### src/rtl/xfer_pkg.sv
package xfer_pkg;
  localparam int CH_BITS = 2;
  localparam int NUM_CH  = 1 << CH_BITS;
  localparam int BYTE_W  = 8;
  localparam int WORD_W  = 2 * BYTE_W;
  localparam int OFF_W   = 4;

  // port offsets whose position software decodes
  localparam logic [OFF_W-1:0] OFF_STATUS = 4'h8;
  localparam logic [OFF_W-1:0] OFF_MASK1  = 4'hA;
  localparam logic [OFF_W-1:0] OFF_MODE   = 4'hB;
  localparam logic [OFF_W-1:0] OFF_PTRCLR = 4'hC;
  localparam logic [OFF_W-1:0] OFF_MCLR   = 4'hD;
  localparam logic [OFF_W-1:0] OFF_UNMASK = 4'hE;
  localparam logic [OFF_W-1:0] OFF_MASKN  = 4'hF;

  typedef struct packed {
    logic [1:0] sel;      // 11 = pass-through
    logic       autoInit;
    logic [1:0] dir;      // 01 = to memory, 10 = from memory
  } modeCfg_t;

  // strobes from control to datapath
  typedef struct packed {
    logic               ldLo;
    logic               ldHi;
    logic               ldCnt;
    logic [CH_BITS-1:0] ldChan;
    logic [BYTE_W-1:0]  ldByte;
    logic [CH_BITS-1:0] rdChan;
    logic               rdCnt;
    logic               step;
    logic [CH_BITS-1:0] stepChan;
    logic               reload;
  } dpCmd_t;
endpackage

### src/rtl/xfer_dpath.sv
module xfer_dpath
  import xfer_pkg::*;
(
  input  logic                clk,
  input  logic                rstN,
  input  dpCmd_t              cmd,
  output logic [WORD_W-1:0]   rdWord,
  output logic [WORD_W-1:0]   stepAddr,
  output logic [NUM_CH-1:0]   cntZero
);
  logic [WORD_W-1:0] curAddrV [NUM_CH];
  logic [WORD_W-1:0] curCntV  [NUM_CH];

  for (genvar i = 0; i < NUM_CH; i++) begin : g_chan
    logic [WORD_W-1:0] baseAddr, curAddr, baseCnt, curCnt;
    logic ldHit, stepHit;
    assign ldHit   = (cmd.ldLo | cmd.ldHi) && (cmd.ldChan == CH_BITS'(i));
    assign stepHit = cmd.step && (cmd.stepChan == CH_BITS'(i));

    always_ff @(posedge clk or negedge rstN) begin
      if (!rstN) begin
        baseAddr <= '0;
        curAddr  <= '0;
        baseCnt  <= '0;
        curCnt   <= '0;
      end else begin
        if (stepHit) begin
          if (cmd.reload) begin
            curAddr <= baseAddr;
            curCnt  <= baseCnt;
          end else begin
            curAddr <= curAddr + 1'b1;
            curCnt  <= curCnt - 1'b1;
          end
        end
        // a software write overrides a step on the same cycle
        if (ldHit) begin
          if (cmd.ldCnt) begin
            if (cmd.ldLo) begin
              baseCnt[BYTE_W-1:0] <= cmd.ldByte;
              curCnt <= {baseCnt[WORD_W-1:BYTE_W], cmd.ldByte};
            end else begin
              baseCnt[WORD_W-1:BYTE_W] <= cmd.ldByte;
              curCnt <= {cmd.ldByte, baseCnt[BYTE_W-1:0]};
            end
          end else begin
            if (cmd.ldLo) begin
              baseAddr[BYTE_W-1:0] <= cmd.ldByte;
              curAddr <= {baseAddr[WORD_W-1:BYTE_W], cmd.ldByte};
            end else begin
              baseAddr[WORD_W-1:BYTE_W] <= cmd.ldByte;
              curAddr <= {cmd.ldByte, baseAddr[BYTE_W-1:0]};
            end
          end
        end
      end
    end

    assign curAddrV[i] = curAddr;
    assign curCntV[i]  = curCnt;
    assign cntZero[i]  = (curCnt == '0);
  end

  assign rdWord   = cmd.rdCnt ? curCntV[cmd.rdChan] : curAddrV[cmd.rdChan];
  assign stepAddr = curAddrV[cmd.stepChan];
endmodule

### src/rtl/xfer_ctrl.sv
module xfer_ctrl
  import xfer_pkg::*;
(
  input  logic                clk,
  input  logic                rstN,
  input  logic [OFF_W-1:0]    busAddr,
  input  logic [BYTE_W-1:0]   busWrData,
  input  logic                busWr,
  input  logic                busRd,
  output logic [BYTE_W-1:0]   busRdData,
  input  logic [NUM_CH-1:0]   dreq,
  output logic [NUM_CH-1:0]   dack,
  output logic                xferToMem,
  output logic                tcOut,
  input  logic [WORD_W-1:0]   rdWord,
  input  logic [NUM_CH-1:0]   cntZero,
  output dpCmd_t              cmd
);
  logic                ptrHi;
  logic [NUM_CH-1:0]   maskBits;
  logic [NUM_CH-1:0]   tcFlags;
  modeCfg_t            modeR [NUM_CH];

  logic                isPort;
  logic [CH_BITS-1:0]  portChan;
  logic [CH_BITS-1:0]  dataChan;
  logic [NUM_CH-1:0]   cascadeV, eligible, grantVec, passVec;
  logic [CH_BITS-1:0]  grantChan;
  logic                grantAny;
  logic                wrMclr, wrPtrClr;

  assign isPort   = (busAddr[OFF_W-1] == 1'b0);
  assign portChan = busAddr[CH_BITS:1];
  assign dataChan = busWrData[CH_BITS-1:0];
  assign wrMclr   = busWr && (busAddr == OFF_MCLR);
  assign wrPtrClr = busWr && (busAddr == OFF_PTRCLR);

  for (genvar i = 0; i < NUM_CH; i++) begin : g_cas
    assign cascadeV[i] = (modeR[i].sel == 2'b11);
  end

  assign eligible = dreq & ~maskBits & ~cascadeV;
  assign passVec  = dreq & ~maskBits & cascadeV;

  // fixed priority, channel 0 first
  always_comb begin
    grantChan = '0;
    grantAny  = 1'b0;
    grantVec  = '0;
    for (int i = NUM_CH - 1; i >= 0; i--) begin
      if (eligible[i]) begin
        grantChan = CH_BITS'(i);
        grantAny  = 1'b1;
      end
    end
    if (grantAny) grantVec[grantChan] = 1'b1;
  end

  assign dack      = grantVec | passVec;
  assign tcOut     = grantAny && cntZero[grantChan];
  assign xferToMem = grantAny && (modeR[grantChan].dir == 2'b01);

  always_comb begin
    cmd          = '0;
    cmd.ldLo     = busWr && isPort && !ptrHi;
    cmd.ldHi     = busWr && isPort && ptrHi;
    cmd.ldCnt    = busAddr[0];
    cmd.ldChan   = portChan;
    cmd.ldByte   = busWrData;
    cmd.rdChan   = portChan;
    cmd.rdCnt    = busAddr[0];
    cmd.step     = grantAny;
    cmd.stepChan = grantChan;
    cmd.reload   = tcOut && modeR[grantChan].autoInit;
  end

  always_comb begin
    busRdData = '0;
    if (busRd) begin
      if (isPort)
        busRdData = ptrHi ? rdWord[WORD_W-1:BYTE_W] : rdWord[BYTE_W-1:0];
      else if (busAddr == OFF_STATUS)
        busRdData = BYTE_W'(tcFlags);
    end
  end

  always_ff @(posedge clk or negedge rstN) begin
    if (!rstN) begin
      ptrHi    <= 1'b0;
      maskBits <= '1;
      tcFlags  <= '0;
      for (int i = 0; i < NUM_CH; i++) modeR[i] <= '0;
    end else begin
      // byte pointer
      if (wrMclr || wrPtrClr)
        ptrHi <= 1'b0;
      else if ((busWr || busRd) && isPort)
        ptrHi <= !ptrHi;

      // masks: self-mask first, software writes take precedence
      if (tcOut && !modeR[grantChan].autoInit)
        maskBits[grantChan] <= 1'b1;
      if (busWr) begin
        case (busAddr)
          OFF_MASK1:  maskBits[dataChan] <= busWrData[2];
          OFF_UNMASK: maskBits <= '0;
          OFF_MASKN:  maskBits <= busWrData[NUM_CH-1:0];
          OFF_MCLR:   maskBits <= '1;
          default: ;
        endcase
      end

      // status flags
      if (wrMclr)
        tcFlags <= '0;
      else begin
        if (busRd && busAddr == OFF_STATUS)
          tcFlags <= (tcOut ? grantVec : '0);
        else if (tcOut)
          tcFlags <= tcFlags | grantVec;
      end

      // mode
      if (busWr && busAddr == OFF_MODE) begin
        modeR[dataChan].sel      <= busWrData[7:6];
        modeR[dataChan].autoInit <= busWrData[4];
        modeR[dataChan].dir      <= busWrData[3:2];
      end
    end
  end

  logic unusedBit;
  assign unusedBit = busWrData[5];
endmodule

### src/rtl/xfer_chan_regs.sv
module xfer_chan_regs
  import xfer_pkg::*;
(
  input  logic                clk,
  input  logic                rstN,
  input  logic [OFF_W-1:0]    busAddr,
  input  logic [BYTE_W-1:0]   busWrData,
  input  logic                busWr,
  input  logic                busRd,
  output logic [BYTE_W-1:0]   busRdData,
  input  logic [NUM_CH-1:0]   dreq,
  output logic [NUM_CH-1:0]   dack,
  output logic [WORD_W-1:0]   xferAddr,
  output logic                xferToMem,
  output logic                tcOut
);
  dpCmd_t              cmd;
  logic [WORD_W-1:0]   rdWord;
  logic [NUM_CH-1:0]   cntZero;

  xfer_ctrl u_ctrl (
    .clk(clk), .rstN(rstN), .busAddr(busAddr), .busWrData(busWrData),
    .busWr(busWr), .busRd(busRd), .busRdData(busRdData), .dreq(dreq),
    .dack(dack), .xferToMem(xferToMem), .tcOut(tcOut), .rdWord(rdWord),
    .cntZero(cntZero), .cmd(cmd)
  );

  xfer_dpath u_dpath (
    .clk(clk), .rstN(rstN), .cmd(cmd), .rdWord(rdWord),
    .stepAddr(xferAddr), .cntZero(cntZero)
  );
endmodule

### config.mk
export PLATFORM = sky130hd
export DESIGN_NAME = xfer_chan_regs
export DESIGN_NICKNAME = d
export VERILOG_FILES = /design/src/rtl/xfer_pkg.sv /design/src/rtl/xfer_dpath.sv /design/src/rtl/xfer_ctrl.sv /design/src/rtl/xfer_chan_regs.sv
export SDC_FILE = /design/constraint.sdc
export NUM_CORES = 1
export LEC_CHECK = 0
export ABC_AREA = 0
export BUFFER_PORTS_ARGS = -buffer_cell sky130_fd_sc_hd__buf_2
export CELL_PAD_IN_SITES_DETAIL_PLACEMENT = 2
export CELL_PAD_IN_SITES_GLOBAL_PLACEMENT = 2
export CORE_UTILIZATION = 25
export DETAILED_ROUTE_END_ITERATION = 12
export GPL_TIMING_DRIVEN = 0
export PLACE_DENSITY = 0.57
export SETUP_SLACK_MARGIN = 0.4
export SLEW_MARGIN = 20
export SYNTH_ARGS = -nofsm -noshare
export SYNTH_HDL_FRONTEND = slang
export SYNTH_SLANG_ARGS = --single-unit
### constraint.sdc
create_clock -name clk -period 7.45 [get_ports clk]
set_input_delay 1.1175 -clock clk [delete_from_list [all_inputs] [get_ports clk]]
set_output_delay 1.1175 -clock clk [all_outputs]
set_load 0.03 [all_outputs]
==> results of run 1 <==
[cell type report]
cell class              instances  area (µm²)  area share
multi-input cells            1468       10000       0.484
flip-flops and latches        285        7140       0.344
well taps                     940        1180      0.0567
clock buffers                  52        1080      0.0523
plain buffers                 161         676      0.0326
repair buffers                 50         367      0.0177
inverters                      38         143     0.00687
clock inverters                13         121     0.00585
diodes                          3        7.51    0.000362
[path summary, 6_finish.rpt]
kind	cells after the start	slack (ns)	endpoint
worst max-delay path	10	1.35	xferAddr[7]
worst min-delay path	1	0.39	u_dpath.g_chan[3].baseAddr[0]$_DFFE_PN0P_
worst max register to register	9	2.57	u_dpath.g_chan[2].curAddr[15]$_DFF_PN0_
worst min register to register	2	0.48	u_dpath.g_chan[3].baseAddr[0]$_DFFE_PN0P_
max in group asynchronous	3	5.97	u_dpath.g_chan[2].baseCnt[0]$_DFFE_PN0P_
min in group clk	2	0.48	u_dpath.g_chan[3].baseAddr[0]$_DFFE_PN0P_
[routing by layer]
layer  global-route usage  vias to the layer above  share of wire
met5                    0                        -       0.000071
met4                0.166                        2          0.059
met3               0.0500                      225          0.078
met2                0.471                      919           0.44
met1                0.413                    10057           0.43
li1                     -                     7605              -
[critical path: stages]
cell and delay (ns):
buf_2 0.11, nor2b_1 0.25, a211oi_2 0.67, and3_1 0.25, clkbuf_1 0.59, clkbuf_1 0.63
clkbuf_1 0.70, a222oi_1 0.32, nand2_1 0.14, buf_2 0.20
[report_power, final]
| part | leakage (nW) | internal (W) | switching, W |
|---|---|---|---|
| Clock | 0.600 | 0.00109 | 0.000798 |
| Sequential | 3.65 | 0.00192 | 0.000615 |
| Combinational | 4.18 | 0.000893 | 0.00177 |
[metrics by stage]
| step | instances | worst slack, ns |
|---|---|---|
| after floorplan | 1952 | 2.76 |
| after global placement | 2936 | -1.05 |
| after detailed placement | 2941 | 1.08 |
| after CTS | 3006 | 1.09 |
| after global routing | 3007 | 1.28 |
| final | 3010 | 1.35 |
[cell usage in the layout, fill, tap and decap left out, drive strengths merged, types with 26 or more instances in the layout]
| cell | instances |
|---|---|
| dfrtp | 281 |
| nand2 | 205 |
| clkbuf | 189 |
| nor2 | 143 |
| mux2 | 128 |
| a21oi | 119 |
| o21ai | 100 |
| nor3 | 82 |
| buf | 74 |
| nand3 | 73 |
| a211oi | 63 |
| mux4 | 40 |
| inv | 38 |
| a31oi | 36 |
| mux2i | 31 |
| o31ai | 31 |
| nor4 | 30 |
| and2 | 29 |
| or3 | 26 |
[kinds of logic (layout without fill, tap and decap cells)]
kind of cell,count (synthesis),after routing,synth area share
compound gates,550,550,0.210
xor+xnor,6,6,0.00293
fa+ha+maj,12,12,0.00838
buf+inv,199,314,0.0438
flops,285,285,0.398
mux,199,199,0.148
other cells,0,3,0
simple gates,701,701,0.189
[registers in the layout (all words and copies together), names as in the netlist]
register / cells
u_dpath.g_chan.baseCnt: 64
u_dpath.g_chan.baseAddr: 64
u_ctrl.modeR: 20
u_ctrl.ptrHi: 1
u_ctrl.tcFlags: 4
u_ctrl.maskBits: 4
u_dpath.g_chan.curAddr: 64
u_dpath.g_chan.curCnt: 64
==> results.md, run 1 <==
- I/O pin count: 50
- DIE WIDTH: 270 µm
- Setup TNS: 0 ns
- RSZ-0062 raised after global routing: no
- Routed Antenna Nets: 0
- Slew Limit Fails: 0
- Synth Flop Type: dfrtp_1
- Fraction of registers with async set/reset: 1.00
- Worst setup SP type: primary input
- PnR Total Power: 0.00708 W
- Critical path class: in2out
- Ys Warns: 0
- Layout area overhead: 15.8%
- Fillers: 7899
- H-tree levels: 2
- Yosys cell types: 78
- Die area: 72800 µm²
- Slew margin rel.: 0.136
- Area of the core: 70500 µm²
- # hold bufs at CTS: 0
- Largest area contributor in the netlist: dfrtp_1
- Fin. Hold Viols: 0
- Post-synth top cells: dfrtp_1, nand2_1, nor2_1
- Post-Syn Area per Cell: 9.18 µm²
- Share of layout cells above drive strength 1: 0.171
- TritonCTS clock tree: built
- Wirelength per Cell: 37.6 µm
- Pin count of the biggest net entering global routing: 82
- GRT Total Usage: 0.307
- WP data arrival: 4.98 ns
- Power per cell area: 341 nW/µm²
- Die Ht: 270 µm
- Top-count cell post-synth: dfrtp_1
- Min Tclk post-route: 6.10 ns
- Post-synthesis sequential area ratio: 0.398
- Clock buffer depth: 3
- Least-Margin Pin Slew: 1.30 ns
- Post-synthesis cell area: 17900 µm²
- FMAX: 0.164 GHz
- GPL Wtd Cong: 0.997
- Post-CTS Setup Inserts: 0
- Setup violators final: 0
- CTS sink cnt: 285
- Num CTS Buffers: 39
- Outcome: complete, no violations
- Setup crit end kind: output port
- Flops & latches, synth: 285
- Final Util: 0.294
- Mapped Cells: 1952
- Drt pass-1 iters: 5
- DP Wirelength: 81300 µm
- DR vias: 18808
- Post-Syn Nets: 1984
- Yosys top cell area share: 0.392
- Peak VDD IR: 0.000145 V
- Final hold slack: 0.393 ns
- Total routed wirelength: 113000 µm
- Max_cap viols: 0
- Clk_lat worst skew: 0.58 ns
- Hold Path Class: in2async
- Final period util: 0.819
- GRT Residual Overflow: 0
- Initial antenna violation count: 14
- DR DRC count: 0
- Routed vias/inst: 6.25
- WP data required: 6.33 ns
- Post_cts resized: 0
- Port bufs: 44
- Initial core utilization: 0.254
- Global-route wire length before repair: 157000 µm
- Vias in the first global route: 19223
- Starting DRT DRC Count: 1973
- Synth area leaders: dfrtp_1, mux2_2, mux4_2
- Crit-path max FO: 10
- Fin nets: 2075
- Layout Cell Area excl Fill: 20800 µm²
- Rows: 97
- CTS Root Cell: clkbuf_16
- Dpl cell area: 19500 µm²
- Reg clk slew, reported paths: 0.06 ns
- CP startpoint: dreq[2]
- RR Startpoint: u_ctrl.maskBits[1]$_DFF_PN1_
- Worst clock skew: 0.0247 ns
- Post-synth EDFFs: 0
- Lkg Pwr: 8.44 nW
(Power assumes the default switching activity.)
==> run 2: changes to the inputs <==
--- a/config.mk
+++ b/config.mk
@@ -12,7 +12,7 @@
 export CORE_UTILIZATION = 25
 export DETAILED_ROUTE_END_ITERATION = 12
 export GPL_TIMING_DRIVEN = 0
-export PLACE_DENSITY = 0.57
+export PLACE_DENSITY = 0.59
 export SETUP_SLACK_MARGIN = 0.4
 export SLEW_MARGIN = 20
 export SYNTH_ARGS = -nofsm -noshare
==> constraint.sdc (replaced) <==
create_clock -name clk -period 5.2 [get_ports clk]
set_input_delay 0.78 -clock clk [delete_from_list [all_inputs] [get_ports clk]]
set_output_delay 0.78 -clock clk [all_outputs]
set_load 0.03 [all_outputs]
==> run 2 against run 1 <==
  * Sequential share of layout area decreased by 0.30 points
  * Via count decreased by 0.22%
  * Power increased by 48%
  * Global-route usage increased by 0.080 points
  * First-iteration DRC count increased by 7.6%
  * Largest cell class unchanged
  * Largest power group unchanged
==> results.md, run 2 (synthesis gave the netlist of run 1 again) <==
- GRT Total Usage: 0.308 (+0.000802)
- Final period util: 0.929
- Slew margin rel.: 0.155 (+0.0187)
- Most common cell after layout, fill and taps aside: dfrtp_1
- Min Tclk post-route: 4.83 ns
- Least-Margin Pin Slew: 1.27 ns (-0.0281 ns)
- Layout Cell Area excl Fill: 20900 µm² (+0.87%)
- Setup violators final: 0 (unchanged)
- Initial antenna violation count: 12 (-2)
- Clk_lat worst skew: 0.60 ns (+0.02 ns)
- Worst setup SP type: primary input
- GRT Residual Overflow: 0 (unchanged)
- # hold bufs at CTS: 0 (unchanged)
- DP Wirelength: 81100 µm (-0.27%)
- Wirelength per Cell: 37.6 µm (about the same)
- Routed vias/inst: 6.21 (-0.59%)
- CTS Root Cell: clkbuf_16
- Die Ht: 270 µm (unchanged)
- Power per cell area: 499 nW/µm² (+46%)
- Dpl cell area: 19500 µm² (about the same)
- Worst clock skew: 0.0400 ns (+0.0153 ns)
- Rows: 97 (unchanged)
- Pin count of the biggest net entering global routing: 79 (-3.7%)
- Critical path class: in2out
- Clock buffer depth: 3 (unchanged)
- DR DRC count: 0 (unchanged)
- Peak VDD IR: 0.000185 V (+27%)
- Setup crit end kind: output port
- Final Util: 0.297 (+0.00255)
- DR vias: 18766 (-0.22%)
- Port bufs: 44 (unchanged)
- Total routed wirelength: 114000 µm (+0.27%)
- TritonCTS clock tree: built
- Slew Limit Fails: 0 (unchanged)
- Fin. Hold Viols: 0 (unchanged)
- WP data required: 4.42 ns (-1.91 ns)
- Global-route wire length before repair: 158000 µm (+0.84%)
- DIE WIDTH: 270 µm (unchanged)
- RSZ-0062 raised after global routing: no
- Fin nets: 2079 (+0.19%)
- Crit-path max FO: 10 (unchanged)
- Routed Antenna Nets: 0 (unchanged)
- Layout area overhead: 16.8%
- Post-route insts no fill: 3021 (+0.37%)
- Die area: 72800 µm² (unchanged)
- Setup TNS: 0 ns (unchanged)
- I/O pin count: 50 (unchanged)
- Reg clk slew, reported paths: 0.07 ns (about the same)
- Vias in the first global route: 19246 (+0.12%)
- WP data arrival: 4.05 ns (-0.93 ns)
- Drt pass-1 iters: 6 (+1)
- Share of layout cells above drive strength 1: 0.179 (+0.00819)
- Max_cap viols: 0 (unchanged)
- Lkg Pwr: 8.55 nW (+1.3%)
- FMAX: 0.207 GHz
- Initial core utilization: 0.254 (unchanged)
- Starting DRT DRC Count: 2123 (+7.6%)
- Placed insts: 2944 (+0.10%)
- H-tree levels: 2 (unchanged)
- CTS sink cnt: 285 (unchanged)
- Area of the core: 70500 µm² (unchanged)
- Outcome: complete, no violations
- Post-CTS Setup Inserts: 0 (unchanged)
- GPL Wtd Cong: 0.953 (-4.4%)
- Hold Path Class: in2async
- Most frequent cells in the layout: dfrtp_1, nand2_1, nor2_1
- Num CTS Buffers: 41 (+5.1%)
-- run 2: changes by cell type in the layout (fill, tap and decap cells not counted), moves of 2 or more --
cell,previous run,this run
clkbuf_16,39,41
buf_6,2,5
clkbuf_8,6,9
buf_1,8,6
bufinv_16,2,4
diode_2,3,8
clkinv_2,9,6
clkbuf_2,26,35
clkbuf_1,118,110
-- run 2: layer usage --
metal,global-route usage,share of wire,up-vias
met4,0.160,0.057,2
met2,0.467,0.44,855
met1,0.415,0.43,10016
met3,0.0605,0.075,293
li1,-,-,7600
met5,0,0.00011,-
-- run 2: power by group --
| part | internal (W) | switching [W] |
|---|---|---|
| combinational | 0.00129 | 0.00257 |
| sequential | 0.00275 | 0.000887 |
| clock | 0.00176 | 0.00119 |
| total | 0.00581 | 0.00464 |
-- run 2: final cells by class --
class	instances	area, µm²
antenna	8	20.0
buffer	161	696
clock buffer	58	1180
clock inverter	11	159
fill	7799	49600
inverter	38	143
multi-input combinational	1468	10100
sequential	285	7140
tap	940	1180
timing repair buffer	52	373
-- run 2: worst paths after layout --
path	start	end	slack, ns	cells after the start
max	busAddr[2]	busRdData[2]	0.37	8
min	rstN	u_dpath.g_chan[2].baseAddr[15]$_DFFE_PN0P_	0.17	1
max reg2reg	u_ctrl.maskBits[1]$_DFF_PN1_	u_dpath.g_chan[1].curCnt[5]$_DFF_PN0_	0.47	9
min reg2reg	u_dpath.g_chan[3].baseAddr[0]$_DFFE_PN0P_	u_dpath.g_chan[3].baseAddr[0]$_DFFE_PN0P_	0.48	2
max in group asynchronous	rstN	u_dpath.g_chan[0].curCnt[13]$_DFF_PN0_	3.74	3
min in group clk	u_dpath.g_chan[3].baseAddr[0]$_DFFE_PN0P_	u_dpath.g_chan[3].baseAddr[0]$_DFFE_PN0P_	0.48	2
-- run 2: through the flow --
stage / setup WS [ns] / hold WS [ns] / power, W
after floorplan: 1.19 / 0.439 / 0.00547
after global placement: -2.85 / 0.469 / 0.00717
after CTS: 0.409 / 0.185 / 0.0103
after global routing: 0.406 / 0.210 / 0.0107
after detailed placement: -0.568 / 0.480 / 0.00735
final: 0.372 / 0.168 / 0.0105
-- run 2: timing repair --
item,CTS,global route
hold endpoints to repair,0,0
gates cloned,0,0
endpoints found under the setup margin,38,18
resized for setup,16,7
-- run 2: worst max-delay path, cell delays in order --
cell      delay [ns]
clkbuf_1        0.54
clkbuf_2        0.55
clkbuf_1        0.70
mux4_2          0.52
mux4_2          0.56
inv_1           0.09
o21ai_0         0.09
buf_2           0.20
